[src/rtl/bxs_pkg.sv]
package bxs_pkg;

    typedef enum logic [1:0] {
        OP_NONE  = 2'b00,
        OP_BCD   = 2'b01,
        OP_STORE = 2'b10,
        OP_LOAD  = 2'b11
    } bxs_op_e;

    typedef enum logic [2:0] {
        ST_IDLE,
        ST_BCD_RD,
        ST_BCD_CONV,
        ST_BCD_WR,
        ST_STORE,
        ST_LOAD,
        ST_LOAD_TAIL,
        ST_FIN
    } bxs_state_e;

endpackage

[src/rtl/bxs_addr_wrap.sv]
module bxs_addr_wrap #(
    parameter int AW = 12,
    parameter int OW = 4
) (
    input  logic [AW-1:0] base_i,
    input  logic [OW-1:0] off_i,
    output logic [AW-1:0] addr_o
);
    // modulo-2^AW sum; the carry out of the top bit is dropped
    assign addr_o = base_i + AW'(off_i);
endmodule

[src/rtl/bxs_dabble.sv]
module bxs_dabble #(
    parameter int DW   = 8,
    parameter int NDIG = 3
) (
    input  logic                 clk,
    input  logic                 rst_n,
    input  logic                 start_i,
    input  logic [DW-1:0]        value_i,
    output logic                 idle_o,
    output logic [NDIG-1:0][3:0] digits_o
);
    localparam int SW = NDIG * 4 + DW;
    localparam int CW = $clog2(DW + 1);

    typedef struct packed {
        logic [SW-1:0] sh;
        logic [CW-1:0] cnt;
    } dab_t;

    dab_t d_d, d_q;
    logic [SW-1:0] adj;

    // binary bits pass through untouched, each decimal nibble is corrected
    assign adj[DW-1:0] = d_q.sh[DW-1:0];
    for (genvar gi = 0; gi < NDIG; gi++) begin : g_adj
        assign adj[DW+4*gi +: 4] = (d_q.sh[DW+4*gi +: 4] >= 4'd5)
                                   ? d_q.sh[DW+4*gi +: 4] + 4'd3
                                   : d_q.sh[DW+4*gi +: 4];
        assign digits_o[gi] = d_q.sh[DW+4*gi +: 4];
    end

    always_comb begin
        d_d = d_q;
        if (start_i) begin
            d_d.sh  = {{(NDIG*4){1'b0}}, value_i};
            d_d.cnt = CW'(DW);
        end else if (d_q.cnt != '0) begin
            d_d.sh  = {adj[SW-2:0], 1'b0};
            d_d.cnt = d_q.cnt - CW'(1);
        end
    end

    always_ff @(posedge clk) begin
        if (!rst_n) d_q <= '0;
        else        d_q <= d_d;
    end

    assign idle_o = (d_q.cnt == '0);
endmodule

[src/rtl/bcd_xfer_seq.sv]
module bcd_xfer_seq
    import bxs_pkg::*;
#(
    parameter int AW = 12,
    parameter int DW = 8,
    parameter int RN = 16
) (
    input  logic                   clk,
    input  logic                   rst_n,
    input  logic                   cmd_valid,
    input  logic [1:0]             cmd_op,
    input  logic [$clog2(RN)-1:0]  cmd_reg,
    input  logic [AW-1:0]          cmd_index,
    output logic                   busy,
    output logic                   done,
    output logic                   mem_we,
    output logic [AW-1:0]          mem_waddr,
    output logic [DW-1:0]          mem_wdata,
    output logic                   mem_re,
    output logic [AW-1:0]          mem_raddr,
    input  logic [DW-1:0]          mem_rdata,
    output logic [$clog2(RN)-1:0]  rf_raddr,
    input  logic [DW-1:0]          rf_rdata,
    output logic                   rf_we,
    output logic [$clog2(RN)-1:0]  rf_waddr,
    output logic [DW-1:0]          rf_wdata
);
    localparam int RW   = $clog2(RN);
    localparam int NDIG = (DW * 301 + 999) / 1000;
    localparam int DIGW = (NDIG > 1) ? $clog2(NDIG) : 1;

    typedef struct packed {
        bxs_state_e     st;
        logic [RW-1:0]  last;
        logic [AW-1:0]  base;
        logic [RW-1:0]  cnt;
        logic           pend;
        logic [RW-1:0]  pend_idx;
    } seq_t;

    seq_t s_d, s_q;

    logic                 dab_start;
    logic                 dab_idle;
    logic [NDIG-1:0][3:0] dab_digits;
    logic [AW-1:0]        addr_cur;
    logic [DIGW-1:0]      dig_sel;
    logic [3:0]           cur_digit;
    logic                 bcd_phase;

    bxs_dabble #(.DW(DW), .NDIG(NDIG)) u_dabble (
        .clk      (clk),
        .rst_n    (rst_n),
        .start_i  (dab_start),
        .value_i  (rf_rdata),
        .idle_o   (dab_idle),
        .digits_o (dab_digits)
    );

    bxs_addr_wrap #(.AW(AW), .OW(RW)) u_addr (
        .base_i (s_q.base),
        .off_i  (s_q.cnt),
        .addr_o (addr_cur)
    );

    // most significant digit goes to the lowest address
    assign dig_sel   = DIGW'(NDIG - 1) - DIGW'(s_q.cnt);
    assign cur_digit = dab_digits[dig_sel];
    assign bcd_phase = (s_q.st == ST_BCD_WR);

    always_comb begin
        s_d       = s_q;
        s_d.pend  = 1'b0;
        dab_start = 1'b0;
        mem_we    = 1'b0;
        mem_re    = 1'b0;
        mem_wdata = '0;
        rf_raddr  = s_q.cnt;

        unique case (s_q.st)
            ST_IDLE: begin
                if (cmd_valid && (bxs_op_e'(cmd_op) != OP_NONE)) begin
                    s_d.last = cmd_reg;
                    s_d.base = cmd_index;
                    s_d.cnt  = '0;
                    unique case (bxs_op_e'(cmd_op))
                        OP_BCD:   s_d.st = ST_BCD_RD;
                        OP_STORE: s_d.st = ST_STORE;
                        default:  s_d.st = ST_LOAD;
                    endcase
                end
            end
            ST_BCD_RD: begin
                rf_raddr  = s_q.last;
                dab_start = 1'b1;
                s_d.st    = ST_BCD_CONV;
            end
            ST_BCD_CONV: begin
                if (dab_idle) begin
                    s_d.st  = ST_BCD_WR;
                    s_d.cnt = '0;
                end
            end
            ST_BCD_WR: begin
                mem_we    = 1'b1;
                mem_wdata = DW'(cur_digit);
                if (s_q.cnt == RW'(NDIG - 1)) s_d.st  = ST_FIN;
                else                          s_d.cnt = s_q.cnt + RW'(1);
            end
            ST_STORE: begin
                mem_we    = 1'b1;
                mem_wdata = rf_rdata;
                if (s_q.cnt == s_q.last) s_d.st  = ST_FIN;
                else                     s_d.cnt = s_q.cnt + RW'(1);
            end
            ST_LOAD: begin
                mem_re       = 1'b1;
                s_d.pend     = 1'b1;
                s_d.pend_idx = s_q.cnt;
                if (s_q.cnt == s_q.last) s_d.st  = ST_LOAD_TAIL;
                else                     s_d.cnt = s_q.cnt + RW'(1);
            end
            ST_LOAD_TAIL: begin
                s_d.st = ST_FIN;
            end
            default: begin
                s_d.st = ST_IDLE;
            end
        endcase
    end

    always_ff @(posedge clk) begin
        if (!rst_n) s_q <= '{st: ST_IDLE, default: '0};
        else        s_q <= s_d;
    end

    assign mem_waddr = addr_cur;
    assign mem_raddr = addr_cur;
    assign rf_we     = s_q.pend;
    assign rf_waddr  = s_q.pend_idx;
    assign rf_wdata  = mem_rdata;
    assign busy      = (s_q.st != ST_IDLE);
    assign done      = (s_q.st == ST_FIN);
endmodule

[config.mk]
export PLATFORM = sky130hd
export DESIGN_NAME = bcd_xfer_seq
export DESIGN_NICKNAME = d
export VERILOG_FILES = /design/src/rtl/bxs_pkg.sv /design/src/rtl/bxs_addr_wrap.sv /design/src/rtl/bxs_dabble.sv /design/src/rtl/bcd_xfer_seq.sv
export SDC_FILE = /design/constraint.sdc
export NUM_CORES = 1
export LEC_CHECK = 0
export ABC_CLOCK_PERIOD_IN_PS = 6100
export BUFFER_PORTS_ARGS = -buffer_cell sky130_fd_sc_hd__buf_2
export CAP_MARGIN = 20
export CORE_MARGIN = 10
export CORE_UTILIZATION = 30
export DETAILED_ROUTE_END_ITERATION = 8
export PLACE_DENSITY = 0.47
export SYNTH_ARGS = -nofsm -noshare
export SYNTH_HDL_FRONTEND = slang
export SYNTH_SLANG_ARGS = --single-unit
[constraint.sdc]
create_clock -name clk -period 6.1 [get_ports clk]
set_clock_uncertainty 0.1 [all_clocks]
set_input_delay 0 -clock clk [delete_from_list [all_inputs] [get_ports clk]]
set_output_delay 0 -clock clk [all_outputs]
set_load 0.005 [all_outputs]
==> flow_metrics.env <==
export IMPL_result_of_the_run="complete, no violations"
export IMPL_die_x_um=122
export IMPL_grt_antenna_before_repair=0
export IMPL_hold_path_class="in2reg"
export IMPL_fin_nets=516
export IMPL_clock_root_buffer="sky130_fd_sc_hd__clkbuf_8"
export IMPL_clock_sinks=52
export IMPL_postLayoutCellArea_mm2=0.00384
export IMPL_totalPowerFinal_mw=1.31
export IMPL_antenna_cells_inserted=0
export IMPL_synthesis_yosys_warnings=0
export IMPL_synth_area_leader_cell="sky130_fd_sc_hd__dfxtp_1"
export IMPL_cts_tree="done"
export IMPL_irDropWorstVdd_v=0.000173
export IMPL_synth_edff_count=0
export IMPL_grt_setup_unrepaired="no"
export IMPL_floorplan_rows=37
export IMPL_drcViolationCount=0
export IMPL_ys_dominant_reg_cell="sky130_fd_sc_hd__dfxtp_1"
export IMPL_dieHeight_um=122
export IMPL_timing_final_crit_share_pct=43.1
export IMPL_iteration_0_drc_markers=120
export IMPL_floorplan_initialDensity_pct=30.5
export IMPL_place_area_mm2=0.00340
export IMPL_routed_wire_length_per_instance_um=14.1
export IMPL_gp_congestion=0.784
export IMPL_area_delta_synth_final_pct=22.4
export IMPL_distinct_cell_type_count_after_synthesis=46
export IMPL_postSynthCellCount=392
export IMPL_top_level_ports=90
export IMPL_cts_post_setup_buffers_inserted=0
export IMPL_postRouteAntennaNets=0
export IMPL_timing_critical_path_required_ps=6000
export IMPL_synth_seq_cells=52
export IMPL_worst_hold_slack_ps=50.4
export IMPL_largest_net_degree_at_the_start_of_global_routing=40
export IMPL_num_fill_cells=1102
export IMPL_power_density_mw_per_mm2=340
export IMPL_cts_h_tree_depth=2
export IMPL_groute_usage_overall_pct=10.8
export IMPL_routed_via_count=2803
export IMPL_critical_path_peak_fanout=13
export IMPL_vias_per_cell=4.66
export IMPL_place_ws_ps=3800
export IMPL_clk_insertion_delay_late_ps=310
export IMPL_setup_total_neg_slack_ps=0
export IMPL_seq_area_frac_synth_pct=33.2
export IMPL_synth_commonest_cells="78 x sky130_fd_sc_hd__nand2_1, 52 x sky130_fd_sc_hd__dfxtp_1, 25 x sky130_fd_sc_hd__buf_4"
export IMPL_final_cells=602
export IMPL_power_static_leakage_nw=1.75
export IMPL_port_buffer_count=73
export IMPL_post_route_min_period_ps=2630
export IMPL_timing_final_setup_violations=0
export IMPL_drt_pass1_iter_count=4
export IMPL_timing_worst_setup_path_type="reg2out"
export IMPL_post_place_cells=559
export IMPL_dp_hpwl_um=6090
export IMPL_worstSetupStartpointType="flip-flop"
export IMPL_maxCapViolCount=0
export IMPL_timing_max_slew_rel_slack_pct=52.8
export IMPL_hold_viol=0
export IMPL_clk_path_buf_depth=2
export IMPL_synthArstFlopShare_pct=0
export IMPL_final_report_max_slew_violation_count=0
export IMPL_cts_buffers_inserted=5
export IMPL_fmaxAchievable_ghz=0.381
export IMPL_avgSynthCellArea_um2=8.01
export IMPL_dieArea_mm2=0.0150
export IMPL_yosysMostFrequentCell="sky130_fd_sc_hd__nand2_1"
export IMPL_synth_top_area_share_pct=33.2
export IMPL_clkTransAtPathRegs_ps=100
export IMPL_overflow=0
export IMPL_postLayoutSetupSlackWorst_ps=3470
export IMPL_post_route_cells_drive_above_1_share_pct=20.2
export IMPL_post_syn_nets=443
export IMPL_timing_critical_path_to_type="primary output"
export IMPL_postLayoutCoreUtil_pct=37.4
export IMPL_arrival_time_reported_for_the_critical_path_endpoint_ps=2530
export IMPL_drt_wl_total_um=8470
export IMPL_global_route_wire_length_before_repair_um=13300
export IMPL_worst_slew_pin_slew_ps=708
export IMPL_synthTopCellsByArea="sky130_fd_sc_hd__dfxtp_1 33%, sky130_fd_sc_hd__nand2_1 9.3%, sky130_fd_sc_hd__buf_4 6.0%"
export IMPL_grt_pass1_vias=2697
export IMPL_floorplan_core_area_mm2=0.0103
export IMPL_synthesis_area_mm2=0.00314
## path summary, 6_finish.rpt
path | from | endpoint | slack [ps] | cells after the start
worst min register to register | u_dabble.adj[7] | u_dabble.digits_o[0] | 360 | 2
worst min-delay path | cmd_op[0] | s_q[25] | 50 | 4
worst max register to register | s_q[27] | u_dabble.d_q[1] | 3750 | 4
worst max-delay path | s_q[5] | mem_raddr[8] | 3470 | 9
## worst max-delay path, cell delays in order (launching register included)
cell and delay [ps]:
sky130_fd_sc_hd__dfxtp_1 630, sky130_fd_sc_hd__ha_1 250, sky130_fd_sc_hd__inv_1 50, sky130_fd_sc_hd__fa_1 400, sky130_fd_sc_hd__nor2b_1 120, sky130_fd_sc_hd__o21ai_0 90
sky130_fd_sc_hd__nand2b_1 170, sky130_fd_sc_hd__and3_1 190, sky130_fd_sc_hd__xor2_1 170, sky130_fd_sc_hd__buf_2 140
## kinds of logic (layout without fill, tap and decap cells)
| family | count (synthesis) | count (layout) | synth area share (%) |
|---|---|---|---|
| fa+ha+maj | 14 | 14 | 5.82 |
| compound gates | 89 | 89 | 19.5 |
| flops | 52 | 52 | 33.2 |
| simple gates | 150 | 150 | 22.6 |
| buf+inv | 60 | 134 | 11.1 |
| mux | 9 | 9 | 2.91 |
| xor+xnor | 18 | 18 | 5.02 |
## cells in the final DEF (no fill, tap or decap), drive strengths merged, types with 5 or more instances in the layout
master       instances
o211a                7
nand2               78
clkbuf               6
a211oi               5
xnor2               13
buf                 75
nand2b              11
o21ai               13
o22ai                6
xor2                 5
nor2                17
dlygate4sd3         34
a21boi              20
and3                 6
nand3               15
a21oi               23
dfxtp               52
nor2b                6
inv                 17
and2                 5
mux2i                8
ha                  13
## metal layers
metal	routed length [um]	up-vias	global-route usage, %
li1	-	1448	-
met1	3750	1268	13.4
met2	3940	81	18.6
met3	727	6	2.98
met4	48	0	1.84
met5	0	-	0
## repair_timing
item                      in CTS  in global routing
resized for setup              0                  0
hold buffers                  34                  0
hold endpoints to repair      33                  0
## sequential cells by signal (all words and copies together) (netlist names)
| name | flops |
|---|---|
| s_q | 23 |
| rf_waddr | 4 |
| u_dabble.d_q | 4 |
| u_dabble.adj | 8 |
| u_dabble.digits_o | 12 |
| rf_we | 1 |
## power by group
part	leakage, nW	internal, mW	switching (mW)
logic	1.28	0.255	0.345
clock network	0.0434	0.0922	0.121
registers	0.423	0.413	0.0824
## final cells by class
class / instances / area (um2) / share of cell area [%]
Timing Repair Buffer: 109 / 721 / 18.7
Clock inverter: 2 / 15.0 / 0.391
Sequential cell: 52 / 1040 / 27.1
Clock buffer: 6 / 82.6 / 2.15
Multi-Input combinational cell: 280 / 1750 / 45.5
Inverter: 17 / 63.8 / 1.66
Tap cell: 136 / 170 / 4.43
No activity file was read; power rests on OpenSTA's default activity.
